**src/rtl/i2cbr_pkg.sv**
```systemverilog
package i2cbr_pkg;

    typedef enum logic [3:0] {
        ST_IDLE,
        ST_ADDR,
        ST_ADDR_ACK,
        ST_SUB,
        ST_SUB_ACK,
        ST_WDATA,
        ST_WDATA_ACK,
        ST_RDATA,
        ST_RACK,
        ST_IGNORE
    } bus_state_e;

    typedef enum logic [1:0] {
        LVL_HIGH = 2'd0,
        LVL_LOW  = 2'd1,
        LVL_SCL  = 2'd2,
        LVL_SDA  = 2'd3
    } strap_lvl_e;

endpackage

```
**src/rtl/i2cbr_sync_det.sv**
```systemverilog
module i2cbr_sync_det #(
    parameter int SYNC_STAGES = 2,
    parameter int NPIN        = 2
) (
    input  logic            clk,
    input  logic            rst_n,
    input  logic            scl_i,
    input  logic            sda_i,
    input  logic [NPIN-1:0] strap_i,
    output logic            scl_s,
    output logic            sda_s,
    output logic [NPIN-1:0] strap_s,
    output logic            scl_rise,
    output logic            scl_fall,
    output logic            start_det,
    output logic            stop_det
);
    localparam int W = NPIN + 2;

    logic [W-1:0] stg [SYNC_STAGES];
    logic         scl_p, sda_p;

    always_ff @(posedge clk or negedge rst_n) begin
        if (!rst_n) begin
            for (int k = 0; k < SYNC_STAGES; k++) stg[k] <= '1;
            scl_p <= 1'b1;
            sda_p <= 1'b1;
        end else begin
            stg[0] <= {strap_i, sda_i, scl_i};
            for (int k = 1; k < SYNC_STAGES; k++) stg[k] <= stg[k-1];
            scl_p <= scl_s;
            sda_p <= sda_s;
        end
    end

    assign scl_s   = stg[SYNC_STAGES-1][0];
    assign sda_s   = stg[SYNC_STAGES-1][1];
    assign strap_s = stg[SYNC_STAGES-1][W-1:2];

    assign scl_rise  = scl_s & ~scl_p;
    assign scl_fall  = ~scl_s & scl_p;
    assign start_det = scl_s & scl_p & sda_p & ~sda_s;
    assign stop_det  = scl_s & scl_p & ~sda_p & sda_s;

endmodule

```
**src/rtl/i2cbr_strap_dec.sv**
```systemverilog
module i2cbr_strap_dec
    import i2cbr_pkg::*;
#(
    parameter int NPIN        = 2,
    parameter int WARM_CYCLES = 3
) (
    input  logic              clk,
    input  logic              rst_n,
    input  logic [NPIN-1:0]   strap_s,
    input  logic              scl_s,
    input  logic              sda_s,
    output logic [2*NPIN-1:0] lvl_codes
);
    localparam int CW = $clog2(WARM_CYCLES + 1);

    logic [CW-1:0] warm_q;
    logic          live;

    always_ff @(posedge clk or negedge rst_n) begin
        if (!rst_n)           warm_q <= '0;
        else if (!live)       warm_q <= warm_q + 1'b1;
    end
    assign live = (warm_q == CW'(WARM_CYCLES));

    for (genvar p = 0; p < NPIN; p++) begin : g_pin
        logic ne_hi, ne_lo, ne_scl, ne_sda;
        strap_lvl_e code;

        always_ff @(posedge clk or negedge rst_n) begin
            if (!rst_n) begin
                ne_hi  <= 1'b0;
                ne_lo  <= 1'b0;
                ne_scl <= 1'b0;
                ne_sda <= 1'b0;
            end else if (live) begin
                if (strap_s[p] != 1'b1)  ne_hi  <= 1'b1;
                if (strap_s[p] != 1'b0)  ne_lo  <= 1'b1;
                if (strap_s[p] != scl_s) ne_scl <= 1'b1;
                if (strap_s[p] != sda_s) ne_sda <= 1'b1;
            end
        end

        always_comb begin
            if (!ne_hi)       code = LVL_HIGH;
            else if (!ne_lo)  code = LVL_LOW;
            else if (!ne_scl) code = LVL_SCL;
            else              code = LVL_SDA;
        end

        assign lvl_codes[2*p +: 2] = code;
    end

endmodule

```
**src/rtl/i2cbr_fsm.sv**
```systemverilog
module i2cbr_fsm
    import i2cbr_pkg::*;
#(
    parameter int DW   = 8,
    parameter int CHW  = 2,
    parameter int IDXW = 4
) (
    input  logic            clk,
    input  logic            rst_n,
    input  logic            scl_rise,
    input  logic            scl_fall,
    input  logic            start_det,
    input  logic            stop_det,
    input  logic            sda_s,
    input  logic [DW-2:0]   my_addr,
    input  logic [DW-1:0]   reg_rdata,
    output logic            sda_oe,
    output logic [CHW-1:0]  reg_chan,
    output logic [IDXW-1:0] reg_idx,
    output logic [DW-1:0]   reg_wdata,
    output logic            reg_wr,
    output logic            reg_rd,
    output bus_state_e      state
);
    localparam int BCW   = $clog2(DW + 1);
    localparam int SUBW  = CHW + IDXW;
    localparam logic [BCW-1:0] LAST = BCW'(DW);

    bus_state_e          state_q, state_d;
    logic [BCW-1:0]      bitcnt_q;
    logic [DW-1:0]       shreg_q;
    logic [SUBW-1:0]     sub_q;
    logic [DW-1:0]       wdata_q;
    logic                drv_q, rw_q, more_q, wr_q, rd_q;
    logic                byte_done, addr_hit;

    assign byte_done = scl_fall && (bitcnt_q == LAST);
    assign addr_hit  = (shreg_q[DW-1:1] == my_addr);

    // state register
    always_ff @(posedge clk or negedge rst_n) begin
        if (!rst_n) state_q <= ST_IDLE;
        else        state_q <= state_d;
    end

    // next state
    always_comb begin
        state_d = state_q;
        if (start_det) begin
            state_d = ST_ADDR;
        end else if (stop_det) begin
            state_d = ST_IDLE;
        end else begin
            unique case (state_q)
                ST_IDLE:      state_d = ST_IDLE;
                ST_ADDR:      if (byte_done) state_d = addr_hit ? ST_ADDR_ACK : ST_IGNORE;
                ST_ADDR_ACK:  if (scl_fall)  state_d = rw_q ? ST_RDATA : ST_SUB;
                ST_SUB:       if (byte_done) state_d = ST_SUB_ACK;
                ST_SUB_ACK:   if (scl_fall)  state_d = ST_WDATA;
                ST_WDATA:     if (byte_done) state_d = ST_WDATA_ACK;
                ST_WDATA_ACK: if (scl_fall)  state_d = ST_WDATA;
                ST_RDATA:     if (byte_done) state_d = ST_RACK;
                ST_RACK:      if (scl_fall)  state_d = more_q ? ST_RDATA : ST_IGNORE;
                ST_IGNORE:    state_d = ST_IGNORE;
                default:      state_d = ST_IDLE;
            endcase
        end
    end

    // outputs and datapath
    always_ff @(posedge clk or negedge rst_n) begin
        if (!rst_n) begin
            bitcnt_q <= '0;
            shreg_q  <= '0;
            sub_q    <= '0;
            wdata_q  <= '0;
            drv_q    <= 1'b0;
            rw_q     <= 1'b0;
            more_q   <= 1'b0;
            wr_q     <= 1'b0;
            rd_q     <= 1'b0;
        end else begin
            wr_q <= 1'b0;
            rd_q <= 1'b0;
            if (start_det || stop_det) begin
                bitcnt_q <= '0;
                drv_q    <= 1'b0;
            end else begin
                unique case (state_q)
                    ST_ADDR, ST_SUB, ST_WDATA: begin
                        if (scl_rise) begin
                            shreg_q  <= {shreg_q[DW-2:0], sda_s};
                            bitcnt_q <= bitcnt_q + 1'b1;
                        end
                        if (byte_done) begin
                            bitcnt_q <= '0;
                            if (state_q == ST_ADDR) begin
                                if (addr_hit) begin
                                    drv_q <= 1'b1;
                                    rw_q  <= shreg_q[0];
                                end
                            end else if (state_q == ST_SUB) begin
                                sub_q <= shreg_q[SUBW:1];
                                drv_q <= 1'b1;
                            end else begin
                                wdata_q <= shreg_q;
                                wr_q    <= 1'b1;
                                drv_q   <= 1'b1;
                            end
                        end
                    end
                    ST_ADDR_ACK: begin
                        if (scl_rise && rw_q) rd_q <= 1'b1;
                        if (scl_fall) begin
                            bitcnt_q <= '0;
                            if (rw_q) begin
                                shreg_q <= reg_rdata;
                                drv_q   <= ~reg_rdata[DW-1];
                            end else begin
                                drv_q   <= 1'b0;
                            end
                        end
                    end
                    ST_SUB_ACK, ST_WDATA_ACK: begin
                        if (scl_fall) begin
                            drv_q    <= 1'b0;
                            bitcnt_q <= '0;
                        end
                    end
                    ST_RDATA: begin
                        if (scl_rise) bitcnt_q <= bitcnt_q + 1'b1;
                        if (scl_fall) begin
                            if (bitcnt_q == LAST) begin
                                drv_q <= 1'b0;
                            end else begin
                                shreg_q <= {shreg_q[DW-2:0], 1'b0};
                                drv_q   <= ~shreg_q[DW-2];
                            end
                        end
                    end
                    ST_RACK: begin
                        if (scl_rise) begin
                            more_q <= ~sda_s;
                            if (!sda_s) rd_q <= 1'b1;
                        end
                        if (scl_fall && more_q) begin
                            bitcnt_q <= '0;
                            shreg_q  <= reg_rdata;
                            drv_q    <= ~reg_rdata[DW-1];
                        end
                    end
                    ST_IDLE, ST_IGNORE: begin
                        drv_q    <= 1'b0;
                        bitcnt_q <= '0;
                    end
                    default: drv_q <= 1'b0;
                endcase
            end
        end
    end

    assign sda_oe    = drv_q;
    assign reg_chan  = sub_q[CHW-1:0];
    assign reg_idx   = sub_q[SUBW-1:CHW];
    assign reg_wdata = wdata_q;
    assign reg_wr    = wr_q;
    assign reg_rd    = rd_q;
    assign state     = state_q;

endmodule

```
**src/rtl/i2c_regbridge.sv**
```systemverilog
module i2c_regbridge
    import i2cbr_pkg::*;
#(
    parameter int         SYNC_STAGES = 2,
    parameter logic [6:0] ADDR_BASE   = 7'h48
) (
    input  logic       clk,
    input  logic       rst_n,
    input  logic       scl_i,
    input  logic       sda_i,
    input  logic [1:0] strap_i,
    output logic       sda_oe,
    output logic [1:0] reg_chan,
    output logic [3:0] reg_idx,
    output logic [7:0] reg_wdata,
    output logic       reg_wr,
    output logic       reg_rd,
    input  logic [7:0] reg_rdata
);
    localparam int NPIN = 2;
    localparam int WARM = SYNC_STAGES + 1;

    logic             scl_s, sda_s, scl_rise, scl_fall, start_det, stop_det;
    logic [NPIN-1:0]  strap_s;
    logic [2*NPIN-1:0] lvl_codes;
    logic [6:0]       my_addr;
    bus_state_e       fsm_state;

    i2cbr_sync_det #(.SYNC_STAGES(SYNC_STAGES), .NPIN(NPIN)) u_sync (
        .clk(clk), .rst_n(rst_n), .scl_i(scl_i), .sda_i(sda_i), .strap_i(strap_i),
        .scl_s(scl_s), .sda_s(sda_s), .strap_s(strap_s),
        .scl_rise(scl_rise), .scl_fall(scl_fall),
        .start_det(start_det), .stop_det(stop_det)
    );

    i2cbr_strap_dec #(.NPIN(NPIN), .WARM_CYCLES(WARM)) u_strap (
        .clk(clk), .rst_n(rst_n), .strap_s(strap_s), .scl_s(scl_s), .sda_s(sda_s),
        .lvl_codes(lvl_codes)
    );

    assign my_addr = ADDR_BASE + 7'(lvl_codes);

    i2cbr_fsm #(.DW(8), .CHW(2), .IDXW(4)) u_fsm (
        .clk(clk), .rst_n(rst_n), .scl_rise(scl_rise), .scl_fall(scl_fall),
        .start_det(start_det), .stop_det(stop_det), .sda_s(sda_s),
        .my_addr(my_addr), .reg_rdata(reg_rdata), .sda_oe(sda_oe),
        .reg_chan(reg_chan), .reg_idx(reg_idx), .reg_wdata(reg_wdata),
        .reg_wr(reg_wr), .reg_rd(reg_rd), .state(fsm_state)
    );

endmodule

```
**config.mk**
```make
export PLATFORM = sky130hd
export DESIGN_NAME = i2c_regbridge
export DESIGN_NICKNAME = d
export VERILOG_FILES = /design/src/rtl/i2cbr_pkg.sv /design/src/rtl/i2cbr_sync_det.sv /design/src/rtl/i2cbr_strap_dec.sv /design/src/rtl/i2cbr_fsm.sv /design/src/rtl/i2c_regbridge.sv
export SDC_FILE = /design/constraint.sdc
export NUM_CORES = 1
export LEC_CHECK = 0
export ABC_AREA = 0
export BUFFER_PORTS_ARGS = -buffer_cell sky130_fd_sc_hd__clkbuf_2
export CAP_MARGIN = 20
export CORE_ASPECT_RATIO = 1.75
export CORE_MARGIN = 4
export CORE_UTILIZATION = 55
export DETAILED_ROUTE_END_ITERATION = 7
export PLACE_DENSITY = 0.73
export REMOVE_ABC_BUFFERS = 1
export SYNTH_ARGS = -nofsm -noshare
export SYNTH_HDL_FRONTEND = slang
export SYNTH_SLANG_ARGS = --single-unit
export TNS_END_PERCENT = 20
```
**constraint.sdc**
```tcl
create_clock -name clk -period 2.8 [get_ports clk]
set_clock_uncertainty 0.05 [all_clocks]
set_input_delay 0.14 -clock clk [delete_from_list [all_inputs] [get_ports clk]]
set_output_delay 0.14 -clock clk [all_outputs]
set_load 0.05 [all_outputs]
```
==> impl_metrics.ini, run 1 <==
[run_status]
outcome = finished, final reports clean

[route]
dr_wl_met2_um = 3230
drcViolationCount = 0
routedLengthMet1_um = 2270
postRouteAntennaNets = 0
via_count = 2033
top_layer_used = met4
met3_length_um = 254
drt_iter0_markers = 88
drt_first_pass_iters = 4
via_per_inst = 6.16
routedWlPerCell_um = 18.1
wl_um = 5960

[global_route]
grt_pass1_vias = 2094
overflow = 0
grt_max_degree = 38
grt_pass1_wl_um = 9940
groute.usage.overall = 0.214
antenna_found_initial = 0

[synthesis]
synthCells = 240
synthArstFlopShare = 1.00
synth_area_um2 = 2680
yosysTopAreaCellShare = 0.401
ys.flop_type = dfrtp_1
synthTopCellsByArea = dfrtp_1 (40%), mux2_2 (10%), dfstp_2 (9.8%)
synth_seq_cells = 53
synth_area_per_cell_um2 = 11.2
ys_types = 52
synth_edf_count = 0
ys_warn_count = 0
yosysTopAreaCell = dfrtp_1
ys_seq_area_frac = 0.499

[worst_setup_path]
critical_path_class = flop to flop
worstPathArrival_ns = 2.50
critical_path.slowest_cell = dfrtp_1
path_buf_inv = 0
endpoint_kind = flop
path_cells = nor4b_2, nor2_2, a21o_1, nor3b_4, mux2_2
required_ns = 2.94
critPathLaunchType = flop
crit_fanout = 15
path_delay_family = simple AND/OR/NAND/NOR gates
slowest_delay_ns = 0.64

[timing]
rsz0062_at_grt = no
hold_violations = 0
slew_headroom = 0.658
finalSetupViolCount = 0
fmax_ghz = 0.425
fin_tns_setup_ns = 0
worstMarginPinSlew_ns = 0.509
period_share = 0.840
period_minus_slack_ns = 2.35
final_max_slew_viol_count = 0

[power]
leakagePower_nw = 1.37
ir_drop_v = 0.000521
power_density_nw_per_um2 = 763
power_w = 0.00232

[layout]
fillers = 380
drive_above_1_share = 0.317
seq_area_um2 = 1340
mostFrequentLayoutCell = dfrtp_1
fin_nets = 294
insertedDiodeCount = 0
final_util = 0.644
multi_input_area_um2 = 1260
syn_to_final_growth_pct = 13.0
design_area_um2 = 3030
final_cell_mix = dfrtp_1 (43), clkbuf_2 (30), mux2_2 (25)

[cts]
cts.htree.levels = 2
post_cts_buffers = 0
clock_latency_ns = 0.31
clockRootBuffer = clkbuf_8
clkSinkCount = 53
clkTransAtPathRegs_ns = 0.10
tritoncts = done
numCtsBuffers = 5
cts_buffer_depth = 2

[worst_hold_path]
worstHoldPathType = input pin to flop

[job]
max_cap_violations = 0

[placement]
place.port_buffers = 30
place_congestion = 0.945
placed_area_um2 = 2900
place_hpwl_um = 4500

[floorplanning]
die_h_um = 100
die_x_um = 60.8
rows = 33
core_um2 = 4710
start_util = 0.570
die_area_um2 = 6110
boundaryPins = 31
[cells by family (layout without fill, tap and decap cells)]
group                    count (synthesis)  count (layout)  synth area share
adder cells (fa/ha/maj)                  3               3            0.0140
multiplexers                            29              29             0.120
buffers and inverters                   21              59            0.0322
XOR/XNOR                                 6               6            0.0196
flip-flops                              53              53             0.499
AND/OR/NAND/NOR                         66              66             0.145
AO/OA/AOI/OAI                           62              62             0.170
[tightest hold or removal path, stage by stage]
cell,delay (ns)
clkbuf_2,0.08
mux2i_1,0.06
mux2i_1,0.12
[state kept, by name, summed over array words and instances, names as in the netlist, 4 cells and up]
register,cells
u_fsm.bitcnt_q,4
u_sync.stg,4
u_fsm.state,4
u_fsm.sub_q,6
u_fsm.reg_wdata,8
u_fsm.shreg_q,8
[worst paths after layout]
kind | from | cells past startpoint | end | slack [ns]
hold / removal | reg_rdata[6] | 3 | u_fsm.shreg_q[6]$_DFFE_PN0P_ | 0.1
setup reg to reg | u_fsm.state[2]$_DFFE_PN0P_ | 5 | u_fsm.shreg_q[2]$_DFFE_PN0P_ | 0.45
max in group asynchronous | rst_n | 3 | u_sync.scl_s$_DFF_PN1_ | 1.61
setup / recovery | u_fsm.state[2]$_DFFE_PN0P_ | 5 | u_fsm.shreg_q[2]$_DFFE_PN0P_ | 0.45
hold reg to reg | u_sync.stg[5]$_DFF_PN1_ | 0 | u_sync.sda_s$_DFF_PN1_ | 0.30
min in group asynchronous | rst_n | 2 | u_fsm.reg_rd$_DFF_PN0_ | 0.25
[metal layers]
metal | up-vias | GRT usage
li1 | 951 | -
met1 | 996 | 0.245
met2 | 68 | 0.373
met3 | 18 | 0.0373
met4 | 0 | 0.0968
met5 | - | 0
[timing repair]
action | in CTS | in global routing
hold buffers | 5 | 0
setup endpoints to repair | 0 | 0
resized for setup | 0 | 0
endpoints found under the hold margin | 19 | 0
[cells in the mapped netlist, types with 2 or more instances]
cell       number
mux2_2         25
a32o_1          5
xor2_1          4
nor4b_2         2
a21boi_0        2
nor2_1         12
a21oi_1         7
dfstp_2        10
nand2_1        16
and2_1          2
buf_2           6
a21o_1          9
o32ai_1         3
a31oi_1         4
clkbuf_1        5
inv_1          10
and3b_1         3
dfrtp_1        43
nand2b_1        5
o2111ai_1       2
o21ai_0        15
a32oi_1         3
nor2b_1         4
xnor2_1         2
or3_1           2
nand3_1         8
ha_1            3
mux2i_1         3
nor3_1          2
[power by group]
part / leakage (nW) / switching (W) / internal, W
Sequential: 0.641 / 0.000167 / 0.000882
Combinational: 0.688 / 0.000447 / 0.000393
Clock: 0.0374 / 0.000250 / 0.000177
Total: 1.37 / 0.000864 / 0.00145
[through the flow]
stage / worst slack [ns] / cells / hold slack [ns]
floorplan: 0.706 / 229 / -0.206
global placement: 0.572 / 317 / 0.0579
detailed placement: 0.494 / 317 / 0.0570
CTS: 0.464 / 330 / 0.0903
global route: 0.344 / 330 / 0.133
finish: 0.448 / 330 / 0.0966
[layout make-up]
class	count	share of cell area
multi-input combinational	166	0.415
timing repair buffer	41	0.0809
clock buffer	6	0.0239
clock inverter	2	0.00495
tap	52	0.0215
inverter	10	0.0124
sequential	53	0.441
No activity file was read; power rests on OpenSTA's default activity.
==> run 2, diff against run 1 <==
==> constraint.sdc (replaced) <==
create_clock -name clk -period 2.39 [get_ports clk]
set_clock_uncertainty 0.05 [all_clocks]
set_input_delay 0.1195 -clock clk [delete_from_list [all_inputs] [get_ports clk]]
set_output_delay 0.1195 -clock clk [all_outputs]
set_load 0.05 [all_outputs]
==> run 2 against run 1 <==
- routed wire length rose by 5.8%
- fmax increased by 6.4%
- first-iteration DRC count fell by 24%
- power up 24%
- design area up 3.7%
- clock-buffer cell count unchanged
- critical path depth is 1 lower
- sequential power rose by 15%
- via count up 1.0%
- final cell count grew 3.0%
==> impl_metrics.ini, run 2 (synthesized netlist as in run 1, its figures left out) <==
[layout]
insertedDiodeCount = 0
fin_nets = 304
fillers = 394
syn_to_final_growth_pct = 17.2
drive_above_1_share = 0.340
final_util = 0.668
design_area_um2 = 3140
final_cell_mix = dfrtp_1 (43), clkbuf_2 (30), mux2_2 (25)
seq_area_um2 = 1340
multi_input_area_um2 = 1260
mostFrequentLayoutCell = dfrtp_1

[global_route]
grt_use_met3 = 0.0309
antenna_found_initial = 0
grt_pass1_vias = 2145
top_usage_layer = met2
grt_pass1_wl_um = 10500
overflow = 0
grt_max_degree = 26
use_met1 = 0.253
groute.usage.overall = 0.233
grt_use_met2 = 0.415

[power]
p_int_w = 0.00186
netSwitchingFraction = 0.353
power_density_nw_per_um2 = 915
combinationalPowerShare = 0.369
leakagePower_nw = 1.44
power_frac_seq = 0.420
p_switching_w = 0.00101
power_w = 0.00288
pwr-share-clk = 0.211
ir_drop_v = 0.000700

[floorplanning]
core_um2 = 4710
die_area_um2 = 6110
rows = 33
die_h_um = 100
start_util = 0.570
die_x_um = 60.8
boundaryPins = 31

[route]
drt_first_pass_iters = 4
drt_iter0_markers = 67
via_count = 2054
via_per_inst = 6.04
postRouteAntennaNets = 0
routedWlPerCell_um = 18.5
drcViolationCount = 0
wl_um = 6310

[job]
max_cap_violations = 0

[placement]
place.port_buffers = 30
place_hpwl_um = 4860
place_congestion = 0.951
placed_area_um2 = 2980

[worst_setup_path]
critical_path.slowest_cell = or4b_4
path_delay_family = simple AND/OR/NAND/NOR gates
slowest_delay_ns = 0.58
path_cells = or4b_4, a2111oi_4, nand4_1, mux2_1
critical_path_class = flop to flop
critPathLaunchType = flop
path_buf_inv = 0
endpoint_kind = flop
crit_fanout = 7
worstPathArrival_ns = 2.36
required_ns = 2.54

[cts]
clkSinkCount = 53
clockRootBuffer = clkbuf_8
numCtsBuffers = 5
clock_latency_ns = 0.31
cts_buffer_depth = 2
cts.htree.levels = 2
cts.repair.resized = 0
clkTransAtPathRegs_ns = 0.10
tritoncts = done

[timing]
finalSetupViolCount = 0
period_minus_slack_ns = 2.21
final_max_slew_viol_count = 0
worstMarginPinSlew_ns = 0.510
rsz0062_at_grt = no
fmax_ghz = 0.452
hold_violations = 0
fin_tns_setup_ns = 0
period_share = 0.925
slew_headroom = 0.655

[run_status]
outcome = finished, final reports clean

[worst_hold_path]
worstHoldPathType = input pin to flop
run 2: changes by cell type in the layout (fill, tap and decap cells not counted):
cell	change
bufinv_16	+1
buf_4	+9
inv_6	+1
clkinvlp_4	-2
buf_12	+1
run 2: timing repair:
action / in CTS / in global routing
hold endpoints to repair: 16 / 0
hold buffers: 5 / 0
buffers inserted: 0 / 0
run 2: worst min-delay path, stage by stage:
cell,delay (ns)
clkbuf_2,0.09
mux2i_1,0.05
mux2i_1,0.13
run 2: final timing paths:
kind / depth (start not counted) / from / endpoint / slack, ns
hold / removal: 3 / reg_rdata[6] / u_fsm.shreg_q[6]$_DFFE_PN0P_ / 0.08
min in group asynchronous: 2 / rst_n / u_strap.g_pin[0].ne_scl$_DFFE_PN0P_ / 0.20
max in group asynchronous: 3 / rst_n / u_sync.stg[7]$_DFF_PN1_ / 1.41
setup / recovery: 4 / u_fsm.shreg_q[5]$_DFFE_PN0P_ / u_fsm.rw_q$_DFFE_PN0P_ / 0.18
hold reg to reg: 0 / u_sync.stg[6]$_DFF_PN1_ / u_sync.strap_s[0]$_DFF_PN1_ / 0.31
setup reg to reg: 4 / u_fsm.shreg_q[5]$_DFFE_PN0P_ / u_fsm.rw_q$_DFFE_PN0P_ / 0.18
run 2: power groups by stage:
stage	combinational [W]	clock [W]	sequential, W
detailed placement	0.00105	0	0.00123
global route	0.00117	0.000664	0.00123
finish	0.00106	0.000607	0.00121
CTS	0.00105	0.000624	0.00121
floorplan	0.000696	0	0.00123
global placement	0.00104	0	0.00122
run 2: layer usage:
metal	wire length, µm	share of wire
met5	0	0
met4	304	0.048
met3	213	0.034
met2	3500	0.56
met1	2290	0.36
run 2: final cells by class:
class	count	share of cell area
Clock buffer	6	0.0231
Clock inverter	2	0.0123
Inverter	10	0.0119
Multi-Input combinational cell	166	0.400
Sequential cell	53	0.426
Tap cell	52	0.0207
Timing Repair Buffer	51	0.106
run 2: through the flow:
| step | hold WS [ns] | std cells | setup WS, ns |
|---|---|---|---|
| 6_report | 0.0772 | 340 | 0.180 |
| 5_1_grt | 0.106 | 340 | 0.0523 |
| 4_1_cts | 0.0725 | 340 | 0.146 |
| 3_5_place_dp | -0.0162 | 327 | 0.194 |
| 3_3_place_gp | -0.0259 | 327 | 0.202 |
| 2_1_floorplan | -0.226 | 229 | 0.296 |
